==> src/rtl/tmr_pkg.sv <==
package tmr_pkg;
  localparam logic [2:0] ADR_STAT    = 3'd0;
  localparam logic [2:0] ADR_CTRL    = 3'd1;
  localparam logic [2:0] ADR_PER_LO  = 3'd2;
  localparam logic [2:0] ADR_PER_HI  = 3'd3;
  localparam logic [2:0] ADR_SNAP_LO = 3'd4;
  localparam logic [2:0] ADR_SNAP_HI = 3'd5;

  localparam int C_IE   = 0;
  localparam int C_CONT = 1;
  localparam int C_GO   = 2;
  localparam int C_HALT = 3;

  typedef struct packed {
    logic cont;
    logic ie;
  } ctrl_t;
endpackage

==> src/rtl/tmr_core.sv <==
module tmr_core #(
  parameter int unsigned CNT_W      = 32,
  parameter int unsigned DEF_PERIOD = 100,
  parameter bit          START_OK   = 1'b1,
  parameter bit          STOP_OK    = 1'b1
) (
  input  logic             clk,
  input  logic             rst,
  input  logic [CNT_W-1:0] period,
  input  logic             reload,
  input  logic             go,
  input  logic             halt,
  input  logic             cont,
  output logic [CNT_W-1:0] cnt,
  output logic             run,
  output logic             expire
);
  localparam bit FREE = !START_OK;

  assign expire = run && (cnt == '0);

  always_ff @(posedge clk) begin
    if (rst) begin
      cnt <= CNT_W'(DEF_PERIOD);
      run <= FREE;
    end else begin
      if (reload) begin
        cnt <= period;
        if (!FREE) run <= 1'b0;
      end else if (expire) begin
        cnt <= period;
        if (!FREE && !cont) run <= 1'b0;
      end else if (run) begin
        cnt <= cnt - 1'b1;
      end
      if (START_OK && go)  run <= 1'b1;
      if (STOP_OK && halt) run <= 1'b0;
    end
  end

  // a period write lands in the counter on the next cycle
  a_r2_reload_value: assert property (@(posedge clk) disable iff (rst)
    reload |=> cnt == $past(period));

  generate
    if (START_OK) begin : g_startable
      // the counter only begins running because of a go write
      a_r11_start_needs_go: assert property (@(posedge clk) disable iff (rst)
        $rose(run) |-> $past(go));
    end else begin : g_free
      // free-running variant never stops
      a_r6_free_runs: assert property (@(posedge clk) disable iff (rst) run);
    end
  endgenerate
endmodule

==> src/rtl/tmr_regs.sv <==
module tmr_regs
  import tmr_pkg::*;
#(
  parameter int unsigned BUS_W      = 16,
  parameter int unsigned CNT_W      = 32,
  parameter int unsigned DEF_PERIOD = 100,
  parameter bit          WR_PERIOD  = 1'b1,
  parameter bit          SNAP_EN    = 1'b1
) (
  input  logic             clk,
  input  logic             rst,
  input  logic             wr_en,
  input  logic             rd_en,
  input  logic [2:0]       addr,
  input  logic [BUS_W-1:0] wdata,
  input  logic [CNT_W-1:0] cnt,
  input  logic             run,
  input  logic             tmo,
  output logic [CNT_W-1:0] period_nxt,
  output logic             reload,
  output logic             go,
  output logic             halt,
  output logic             clr_tmo,
  output logic             ie,
  output logic             cont,
  output logic [BUS_W-1:0] rdata
);
  localparam int unsigned HI_LSB = BUS_W;

  ctrl_t            ctrl_q;
  logic [CNT_W-1:0] per_rd;
  logic [CNT_W-1:0] snap_rd;

  logic wr_stat, wr_ctrl, wr_plo, wr_phi, wr_snap;
  assign wr_stat = wr_en && (addr == ADR_STAT);
  assign wr_ctrl = wr_en && (addr == ADR_CTRL);
  assign wr_plo  = wr_en && (addr == ADR_PER_LO);
  assign wr_phi  = wr_en && (addr == ADR_PER_HI);
  assign wr_snap = wr_en && ((addr == ADR_SNAP_LO) || (addr == ADR_SNAP_HI));

  assign go      = wr_ctrl && wdata[C_GO];
  assign halt    = wr_ctrl && wdata[C_HALT];
  assign clr_tmo = wr_stat;
  assign ie      = ctrl_q.ie;
  assign cont    = ctrl_q.cont;

  always_ff @(posedge clk) begin
    if (rst) ctrl_q <= '0;
    else if (wr_ctrl) begin
      ctrl_q.ie   <= wdata[C_IE];
      ctrl_q.cont <= wdata[C_CONT];
    end
  end

  generate
    if (WR_PERIOD) begin : g_per
      logic [CNT_W-1:0] per_q;
      always_comb begin
        period_nxt = per_q;
        if (wr_plo) period_nxt[HI_LSB-1:0]     = wdata;
        if (wr_phi) period_nxt[CNT_W-1:HI_LSB] = wdata;
      end
      always_ff @(posedge clk) begin
        if (rst) per_q <= CNT_W'(DEF_PERIOD);
        else     per_q <= period_nxt;
      end
      assign reload = wr_plo || wr_phi;
      assign per_rd = per_q;
    end else begin : g_fixed
      assign period_nxt = CNT_W'(DEF_PERIOD);
      assign reload     = 1'b0;
      assign per_rd     = '0;
    end

    if (SNAP_EN) begin : g_snap
      logic [CNT_W-1:0] snap_q;
      always_ff @(posedge clk) begin
        if (rst)          snap_q <= '0;
        else if (wr_snap) snap_q <= cnt;
      end
      assign snap_rd = snap_q;
    end else begin : g_nosnap
      assign snap_rd = '0;
    end
  endgenerate

  always_ff @(posedge clk) begin
    if (rst) rdata <= '0;
    else if (rd_en) begin
      case (addr)
        ADR_STAT:    rdata <= BUS_W'({run, tmo});
        ADR_CTRL:    rdata <= BUS_W'(ctrl_q);
        ADR_PER_LO:  rdata <= per_rd[HI_LSB-1:0];
        ADR_PER_HI:  rdata <= per_rd[CNT_W-1:HI_LSB];
        ADR_SNAP_LO: rdata <= snap_rd[HI_LSB-1:0];
        ADR_SNAP_HI: rdata <= snap_rd[CNT_W-1:HI_LSB];
        default:     rdata <= '0;
      endcase
    end
  end
endmodule

==> src/rtl/tmr_events.sv <==
module tmr_events #(
  parameter bit PULSE_EN = 1'b1,
  parameter bit WDOG_EN  = 1'b0
) (
  input  logic clk,
  input  logic rst,
  input  logic expire,
  input  logic clr,
  input  logic ie,
  output logic tmo,
  output logic irq,
  output logic tick_pulse,
  output logic rst_req
);
  always_ff @(posedge clk) begin
    if (rst)         tmo <= 1'b0;
    else if (expire) tmo <= 1'b1;
    else if (clr)    tmo <= 1'b0;
  end

  assign irq = tmo && ie;

  generate
    if (PULSE_EN) begin : g_pulse
      always_ff @(posedge clk) begin
        if (rst) tick_pulse <= 1'b0;
        else     tick_pulse <= expire;
      end
    end else begin : g_nopulse
      assign tick_pulse = 1'b0;
    end

    if (WDOG_EN) begin : g_wdog
      always_ff @(posedge clk) begin
        if (rst) rst_req <= 1'b0;
        else     rst_req <= expire;
      end
    end else begin : g_nowdog
      assign rst_req = 1'b0;
    end
  endgenerate

  // the flag only rises because the counter expired
  a_r8_flag_source: assert property (@(posedge clk) disable iff (rst)
    $rose(tmo) |-> $past(expire));
endmodule

==> src/rtl/tmr_top.sv <==
module tmr_top #(
  parameter int unsigned BUS_W        = 16,
  parameter int unsigned CNT_W        = 32,
  parameter int unsigned DEF_PERIOD   = 100,
  parameter bit          WR_PERIOD    = 1'b1,
  parameter bit          SNAP_EN      = 1'b1,
  parameter bit          STARTSTOP_EN = 1'b1,
  parameter bit          PULSE_EN     = 1'b1,
  parameter bit          WDOG_EN      = 1'b0
) (
  input  logic             clk,
  input  logic             rst,
  input  logic             wr_en,
  input  logic             rd_en,
  input  logic [2:0]       addr,
  input  logic [BUS_W-1:0] wdata,
  output logic [BUS_W-1:0] rdata,
  output logic             irq,
  output logic             tick_pulse,
  output logic             rst_req
);
  localparam bit START_OK = STARTSTOP_EN || WDOG_EN;

  logic [CNT_W-1:0] cnt, period_nxt;
  logic run, expire, reload, go, halt, cont, clr_tmo, ie, tmo;

  tmr_regs #(
    .BUS_W(BUS_W), .CNT_W(CNT_W), .DEF_PERIOD(DEF_PERIOD),
    .WR_PERIOD(WR_PERIOD), .SNAP_EN(SNAP_EN)
  ) u_regs (
    .clk(clk), .rst(rst), .wr_en(wr_en), .rd_en(rd_en), .addr(addr),
    .wdata(wdata), .cnt(cnt), .run(run), .tmo(tmo),
    .period_nxt(period_nxt), .reload(reload), .go(go), .halt(halt),
    .clr_tmo(clr_tmo), .ie(ie), .cont(cont), .rdata(rdata)
  );

  tmr_core #(
    .CNT_W(CNT_W), .DEF_PERIOD(DEF_PERIOD),
    .START_OK(START_OK), .STOP_OK(STARTSTOP_EN)
  ) u_core (
    .clk(clk), .rst(rst), .period(period_nxt), .reload(reload),
    .go(go), .halt(halt), .cont(cont),
    .cnt(cnt), .run(run), .expire(expire)
  );

  tmr_events #(.PULSE_EN(PULSE_EN), .WDOG_EN(WDOG_EN)) u_evt (
    .clk(clk), .rst(rst), .expire(expire), .clr(clr_tmo), .ie(ie),
    .tmo(tmo), .irq(irq), .tick_pulse(tick_pulse), .rst_req(rst_req)
  );

  // with a non-zero period the strobe never lasts two cycles
  a_r10_pulse_single: assert property (@(posedge clk) disable iff (rst)
    tick_pulse && ($past(period_nxt) != '0) |=> !tick_pulse);

  generate
    if (WDOG_EN) begin : g_wd_chk
      // reset request follows a counter that was running at zero
      a_r11_req_source: assert property (@(posedge clk) disable iff (rst)
        rst_req |-> $past(run && (cnt == '0)));
    end
  endgenerate
endmodule

==> config.mk <==
export PLATFORM = sky130hd
export DESIGN_NAME = tmr_top
export DESIGN_NICKNAME = d
export VERILOG_FILES = /design/src/rtl/tmr_pkg.sv /design/src/rtl/tmr_core.sv /design/src/rtl/tmr_regs.sv /design/src/rtl/tmr_events.sv /design/src/rtl/tmr_top.sv
export SDC_FILE = /design/constraint.sdc
export NUM_CORES = 1
export LEC_CHECK = 0
export BUFFER_PORTS_ARGS = -buffer_cell sky130_fd_sc_hd__clkbuf_2
export CORE_MARGIN = 3
export CORE_UTILIZATION = 60
export DETAILED_ROUTE_END_ITERATION = 10
export HOLD_SLACK_MARGIN = 0.03
export PLACE_DENSITY = 0.79
export SYNTH_ARGS = -nofsm -noshare
export SYNTH_HDL_FRONTEND = slang
export SYNTH_SLANG_ARGS = --single-unit
export TNS_END_PERCENT = 20
==> constraint.sdc <==
create_clock -name clk -period 2.9 [get_ports clk]
set_input_delay 0.145 -clock clk [delete_from_list [all_inputs] [get_ports clk]]
set_output_delay 0.145 -clock clk [all_outputs]
set_load 0.1 [all_outputs]
==> results.ini, run 1 <==
[outcome]
outcome = finished clean

[global_route]
grtUsageTotal_pct = 38.3
antenna_found_initial = 0
grt_pass1_vias = 5285
grt_pass1_wl_um = 30300
overflow = 0
grt_max_degree = 100

[critical_path]
max_stage_delay_ps = 580
regToRegStartpoint = u_core.cnt[27]
crit_path_start_kind = flop
cp_num_buf_inv = 1
cp.required_ps = 3310
worstPathCellList = or4_4 -> nor3_2 -> nand4_1 -> o21bai_1 -> a221oi_1 -> dlygate4sd3_1
worstSetupEndpointType = flop
path_max_fanout = 8
crit_family = simple AND/OR/NAND/NOR gates
startpoint = u_core.cnt[27]
slowest_stage = or4_4
cp.arrival_ps = 3140
path_class = flop to flop

[finish]
diodes = 0
seq_area_um2 = 2340
final_core_util_pct = 76.3
syn_to_final_growth_pct = 20.3
drive_gt1_share_pct = 16.4
nFillCells = 648
multiInputGateArea_um2 = 3140
fin_nets = 780

[clock_network]
clock_path_buffers = 2
clk_latency_ps = 520
cts_buffers = 17
postCtsSetupBuffers = 0
cts_sinks = 117
cts_resized = 0
cts_tree = yes
htree_num_levels = 4
clk_pin_slew_ps = 60
cts-root-buf = clkbuf_8

[drt]
drc = 0
drtIter0Drc = 584
wl_per_cell_um = 22.5
vias_per_cell = 6.51
vias = 5825
totalWireLength_um = 20100
final_antenna_net_count = 0
firstDrtPassIters = 5

[sta]
maxSlewHeadroom_pct = 28.2
period_share_pct = 94.0
post-route-min-period_ps = 2730
max_freq_mhz = 367
rsz0062_at_grt = no
worst_slew_pin_slew_ps = 1070
setup-violations-final = 0
final-max-slew-violation-count = 0
skew_ps = 10.0
hold_violations = 0
setup-tns-final_ps = 0

[logic_synthesis]
synth_area_leaders = dfxtp_1 41%, mux2i_1 9.3%, nand2_1 7.8%
synth_top_area_cell = dfxtp_1
yosysWarnings = 0
syn-cell-area_um2 = 5690
async_reset_ff_share_pct = 0
synth_fa_ha_area_share_pct = 0.220
synth_enable_flop_cells = 0
ys_types = 70
yosys.area_share.simple_pct = 26.0
syn_inst = 698
synthFlopType = dfxtp_1
synth_top_family_by_area = simple AND/OR/NAND/NOR gates
synth_seq_area_share_pct = 41.1
avgSynthCellArea_um2 = 8.16
synth_xor_area_share_pct = 0.769
synth-compound-area-share_pct = 17.0
synth_fp_nets = 722
ys_ff_latch = 117
synthDominantCellAreaShare_pct = 41.1
synthTopCellsByCount = 119 x nand2_1, 117 x dfxtp_1, 70 x a21oi_1, 68 x nor2_1, 53 x mux2i_1
yosysMostFrequentCell = nand2_1
synth_mux_area_share_pct = 11.2

[floorplan]
die_y_um = 103
start_util_pct = 63.4
num_io_pins = 42
die_w_um = 103
placementRows = 34
core_area_um2 = 8980
dieArea_um2 = 10700

[power_and_ir_drop]
switchingPower_mw = 1.08
comb_power_share_pct = 8.8
p_seq_share_pct = 40.2
pwr_density_cell_nw_per_um2 = 605
p_int_mw = 3.07
p_sw_share_pct = 26.0
p_leak_nw = 2.58
peakVddDrop_uv = 341
clockPowerShare_pct = 51.0

[worst_hold_path]
hp-class = primary input to flop
hold_start = rst

[placement]
dpl.hpwl_um = 13900
place_congestion = 1.02
portBuffers = 40

[run]
cap_violations = 0

[worst paths after layout]
check,slack [ps],cells past startpoint,end
max,170,6,u_core.run
min,120,3,u_regs.g_per.per_q[5]
max reg2reg,170,6,u_core.run
min reg2reg,460,2,u_regs.g_snap.snap_q[2]
[cell usage in the layout (no fill, tap or decap), types with 14 or more instances in the layout]
cell,netlist,layout
o21ai_0,16,16
o22ai_1,16,16
mux2i_1,53,53
buf_4,1,26
clkbuf_2,0,39
nand3_1,15,15
nor2_1,68,67
nor3_1,14,14
dlygate4sd3_1,0,17
nor2b_1,14,14
clkbuf_16,0,16
a21oi_1,70,70
nand2_1,119,119
dfxtp_1,117,117
[metal layers]
layer  vias to the layer above  global-route usage (%)  part of all wire (%)
li1                       2614                       -                     -
met1                      2770                    52.5                    41
met2                       375                    57.9                    44
met3                        66                    8.12                    10
met4                         0                    17.5                   4.9
met5                         -                       0                     0
[power groups by stage]
stage	clock (mW)	sequential, mW	combinational, mW
after CTS	2.11	1.66	0.350
final	2.11	1.66	0.364
after global placement	0	1.70	0.327
after floorplan	0	1.70	0.211
after global routing	2.19	1.67	0.384
after detailed placement	0	1.70	0.330
[worst min-delay path, stage by stage]
cell     delay, ps
buf_2          120
inv_1          220
nand2_1        110
[registers in the layout (all words and copies together) (netlist names)]
register,count
u_core.cnt,32
u_regs.g_per.per_q,32
u_regs.g_snap.snap_q,32
u_regs.rdata,16
u_core.run,1
u_evt.tick_pulse,1
u_evt.tmo,1
u_regs.cont,1
u_regs.ie,1
[timing repair]
item / 4_1_cts / 5_1_grt
endpoints found under the setup margin: 0 / 0
hold buffers: 17 / 0
hold endpoints to repair: 32 / 0
[per-stage QoR]
stage | setup WS (ps) | total power [mW] | cell area [um^2] | cells | hold WS (ps)
floorplan | 665 | 1.92 | 5690 | 698 | 256
global placement | 529 | 2.02 | 6080 | 846 | 411
detailed placement | 487 | 2.03 | 6080 | 846 | 426
CTS | 231 | 4.12 | 6850 | 895 | 113
global route | 79.4 | 4.24 | 6850 | 895 | 133
finish | 174 | 4.14 | 6850 | 895 | 118
[layout make-up]
class                           count  area share, %
Tap cell                          126           2.30
Timing Repair Buffer               84           8.55
Clock inverter                     12           2.06
Sequential cell                   117           34.2
Clock buffer                       20           6.65
Inverter                            7          0.383
Multi-Input combinational cell    529           45.9
[kinds of logic (layout without fill, tap and decap cells)]
kind of cell	count (synthesis)	after routing
flip-flops	117	117
buffers and inverters	52	123
adder cells (fa/ha/maj)	1	1
multiplexers	62	62
AND/OR/NAND/NOR	304	304
XOR/XNOR	5	5
AO/OA/AOI/OAI	156	156
other	1	1
No activity file was read; power rests on OpenSTA's default activity.
==> inputs of run 2 (changes only) <==
PLACE_DENSITY = 0.78   (was 0.79)
==> results.ini, run 2 (synthesis results as in run 1) <==
[worst_hold_path]
worstHoldEndpoint = u_regs.cont
worstHoldPathCells = 2  ; -1
hold_start = rst
hp-class = primary input to flop

[critical_path]
path_class = flop to flop
worstSetupEndpointType = flop
reg2reg_depth = 7  ; +1
cp.required_ps = 3320  ; about the same
crit_path_start_kind = flop
worstPathCellList = or4_4 -> nor3_2 -> buf_4 -> nand4_1 -> o21bai_1 -> a221oi_1 -> dlygate4sd3_1
regToRegSetupSlack_ps = 280  ; +110 ps
crit_family = simple AND/OR/NAND/NOR gates
cp.arrival_ps = 3030  ; -110 ps
regToRegStartpoint = u_core.cnt[27]
r2r-end = u_core.run
slowest_stage = dlygate4sd3_1
cp_num_buf_inv = 2  ; +1
cp_num_cells = 7  ; +1
path_max_fanout = 8  ; unchanged
max_stage_delay_ps = 590  ; about the same

[clock_network]
cts_buffers = 17  ; unchanged
clock_path_buffers = 2  ; unchanged
clk_latency_ps = 540  ; +20 ps
cts_tree = yes
cts_sinks = 117  ; unchanged
htree_num_levels = 4  ; unchanged
cts-root-buf = clkbuf_8
clk_pin_slew_ps = 60  ; about the same
cts_resized = 0  ; unchanged

[outcome]
outcome = finished clean

[drt]
drc = 0  ; unchanged
totalWireLength_um = 19700  ; -2.3%
vias = 5816  ; -0.15%
vias_per_cell = 6.46  ; -0.82%
drtIter0Drc = 646  ; +11%
wl_per_cell_um = 21.8  ; -2.9%
firstDrtPassIters = 8  ; +3
final_antenna_net_count = 0  ; unchanged

[power_and_ir_drop]
p_int_mw = 2.93  ; -4.5%
pwr_density_cell_nw_per_um2 = 585  ; -3.2%
p_leak_nw = 2.57  ; -0.47%
p_seq_share_pct = 41.5  ; +1.3 points
clockPowerShare_pct = 49.2  ; -1.8 points
switchingPower_mw = 1.08  ; about the same
comb_power_share_pct = 9.2  ; +0.4 points
peakVddDrop_uv = 439  ; +29%
p_sw_share_pct = 26.9  ; +0.88 points

[finish]
final_core_util_pct = 76.2  ; -0.098 points
diodes = 0  ; unchanged
nFillCells = 613  ; -5.4%
multiInputGateArea_um2 = 3140  ; unchanged
drive_gt1_share_pct = 17.0  ; +0.65 points
syn_to_final_growth_pct = 20.2
stdcell_count = 901  ; +0.67%
seq_area_um2 = 2340  ; unchanged
fin_area_um2 = 6840  ; -0.13%
final_common_cell = nand2_1
mostFrequentLayoutCells = 119 x nand2_1, 117 x dfxtp_1, 70 x a21oi_1
reg.largest.list = u_core.cnt (32), u_regs.g_per.per_q (32), u_regs.g_snap.snap_q (32)
fin_nets = 786  ; +0.77%

[floorplan]
die_w_um = 103  ; unchanged
die_y_um = 103  ; unchanged
start_util_pct = 63.4  ; unchanged
core_area_um2 = 8980  ; unchanged
dieArea_um2 = 10700  ; unchanged
placementRows = 34  ; unchanged
num_io_pins = 42  ; unchanged

[placement]
dp_cells = 852  ; +0.71%
dpl-instance-area_um2 = 6120  ; +0.53%
place_congestion = 1.03  ; +0.12%
dpl.hpwl_um = 13600  ; -2.1%
portBuffers = 40  ; unchanged

[global_route]
grt_max_degree = 33  ; -67%
grt_pass1_vias = 5478  ; +3.7%
grt_pass1_wl_um = 30200  ; -0.30%
overflow = 0  ; unchanged
grtUsageTotal_pct = 38.3  ; about the same
antenna_found_initial = 0  ; unchanged

[sta]
hold_violations = 0  ; unchanged
final-max-slew-violation-count = 0  ; unchanged
period_share_pct = 90.2  ; -3.8 points
whs_ps = 115  ; -2.48 ps
max_freq_mhz = 382  ; +4.2%
rsz0062_at_grt = no
post-route-min-period_ps = 2620  ; -110 ps
skew_ps = 10.3  ; +0.251 ps
setup-tns-final_ps = 0  ; unchanged
setup-violations-final = 0  ; unchanged
maxSlewHeadroom_pct = 52.3  ; +24 points
worst_slew_pin_slew_ps = 713  ; -361 ps

[run]
cap_violations = 0  ; unchanged

[run 2: changes by cell type in the layout (fill, tap and decap cells not counted), sizes merged]
cell,previous run,this run
inv,11,10
buf,28,34
clkinv,4,3
clkinvlp,2,7
clkbuf,59,57
bufinv,2,1
[run 2: power by group through the flow]
stage          logic (mW)  registers (mW)  clock network (mW)
2_1_floorplan       0.211            1.70                   0
3_3_place_gp        0.331            1.70                   0
3_5_place_dp        0.334            1.70                   0
4_1_cts             0.356            1.66                1.97
5_1_grt             0.392            1.67                2.05
6_report            0.370            1.66                1.97
[run 2: layout make-up]
class / count / share of cell area (%)
multi-input cells: 529 / 45.9
repair buffers: 90 / 9.03
clock inverters: 14 / 1.87
well taps: 126 / 2.30
clock buffers: 18 / 6.25
inverters: 7 / 0.384
flip-flops and latches: 117 / 34.2
[run 2: worst reg2reg max path: stages (launching register included)]
cell	delay, ps
dfxtp_1	370
or4_4	580
nor3_2	210
buf_4	150
nand4_1	250
o21bai_1	260
a221oi_1	90
dlygate4sd3_1	590
[run 2: worst max-delay path by stage]
| stage | startpoint | end | slack [ps] |
|---|---|---|---|
| global route | u_core.cnt[7] | u_core.cnt[27] | 170 |
| floorplan | u_core.cnt[27] | u_core.cnt[31] | 660 |
| global placement | u_core.cnt[0] | u_core.cnt[20] | 450 |
| detailed placement | u_core.cnt[27] | u_core.cnt[31] | 450 |
| CTS | u_core.cnt[27] | u_core.run | 320 |
| finish | u_core.cnt[27] | u_core.run | 280 |
[run 2: repair_timing]
action,CTS,global route
buffers inserted,0,0
hold buffers,17,0
endpoints found under the hold margin,35,0
[run 2: through the flow]
| stage | power [mW] | setup slack [ps] |
|---|---|---|
| 2_1_floorplan | 1.92 | 665 |
| 3_3_place_gp | 2.03 | 449 |
| 3_5_place_dp | 2.03 | 446 |
| 4_1_cts | 3.98 | 319 |
| 5_1_grt | 4.11 | 166 |
| 6_report | 4.00 | 284 |
[run 2: routing by layer]
metal,track usage (%),routed length (um),vias up
li1,-,-,2625
met1,48.6,7700,2686
met2,58.9,8720,411
met3,10.1,2100,94
met4,21.6,1160,0
met5,0,0,-
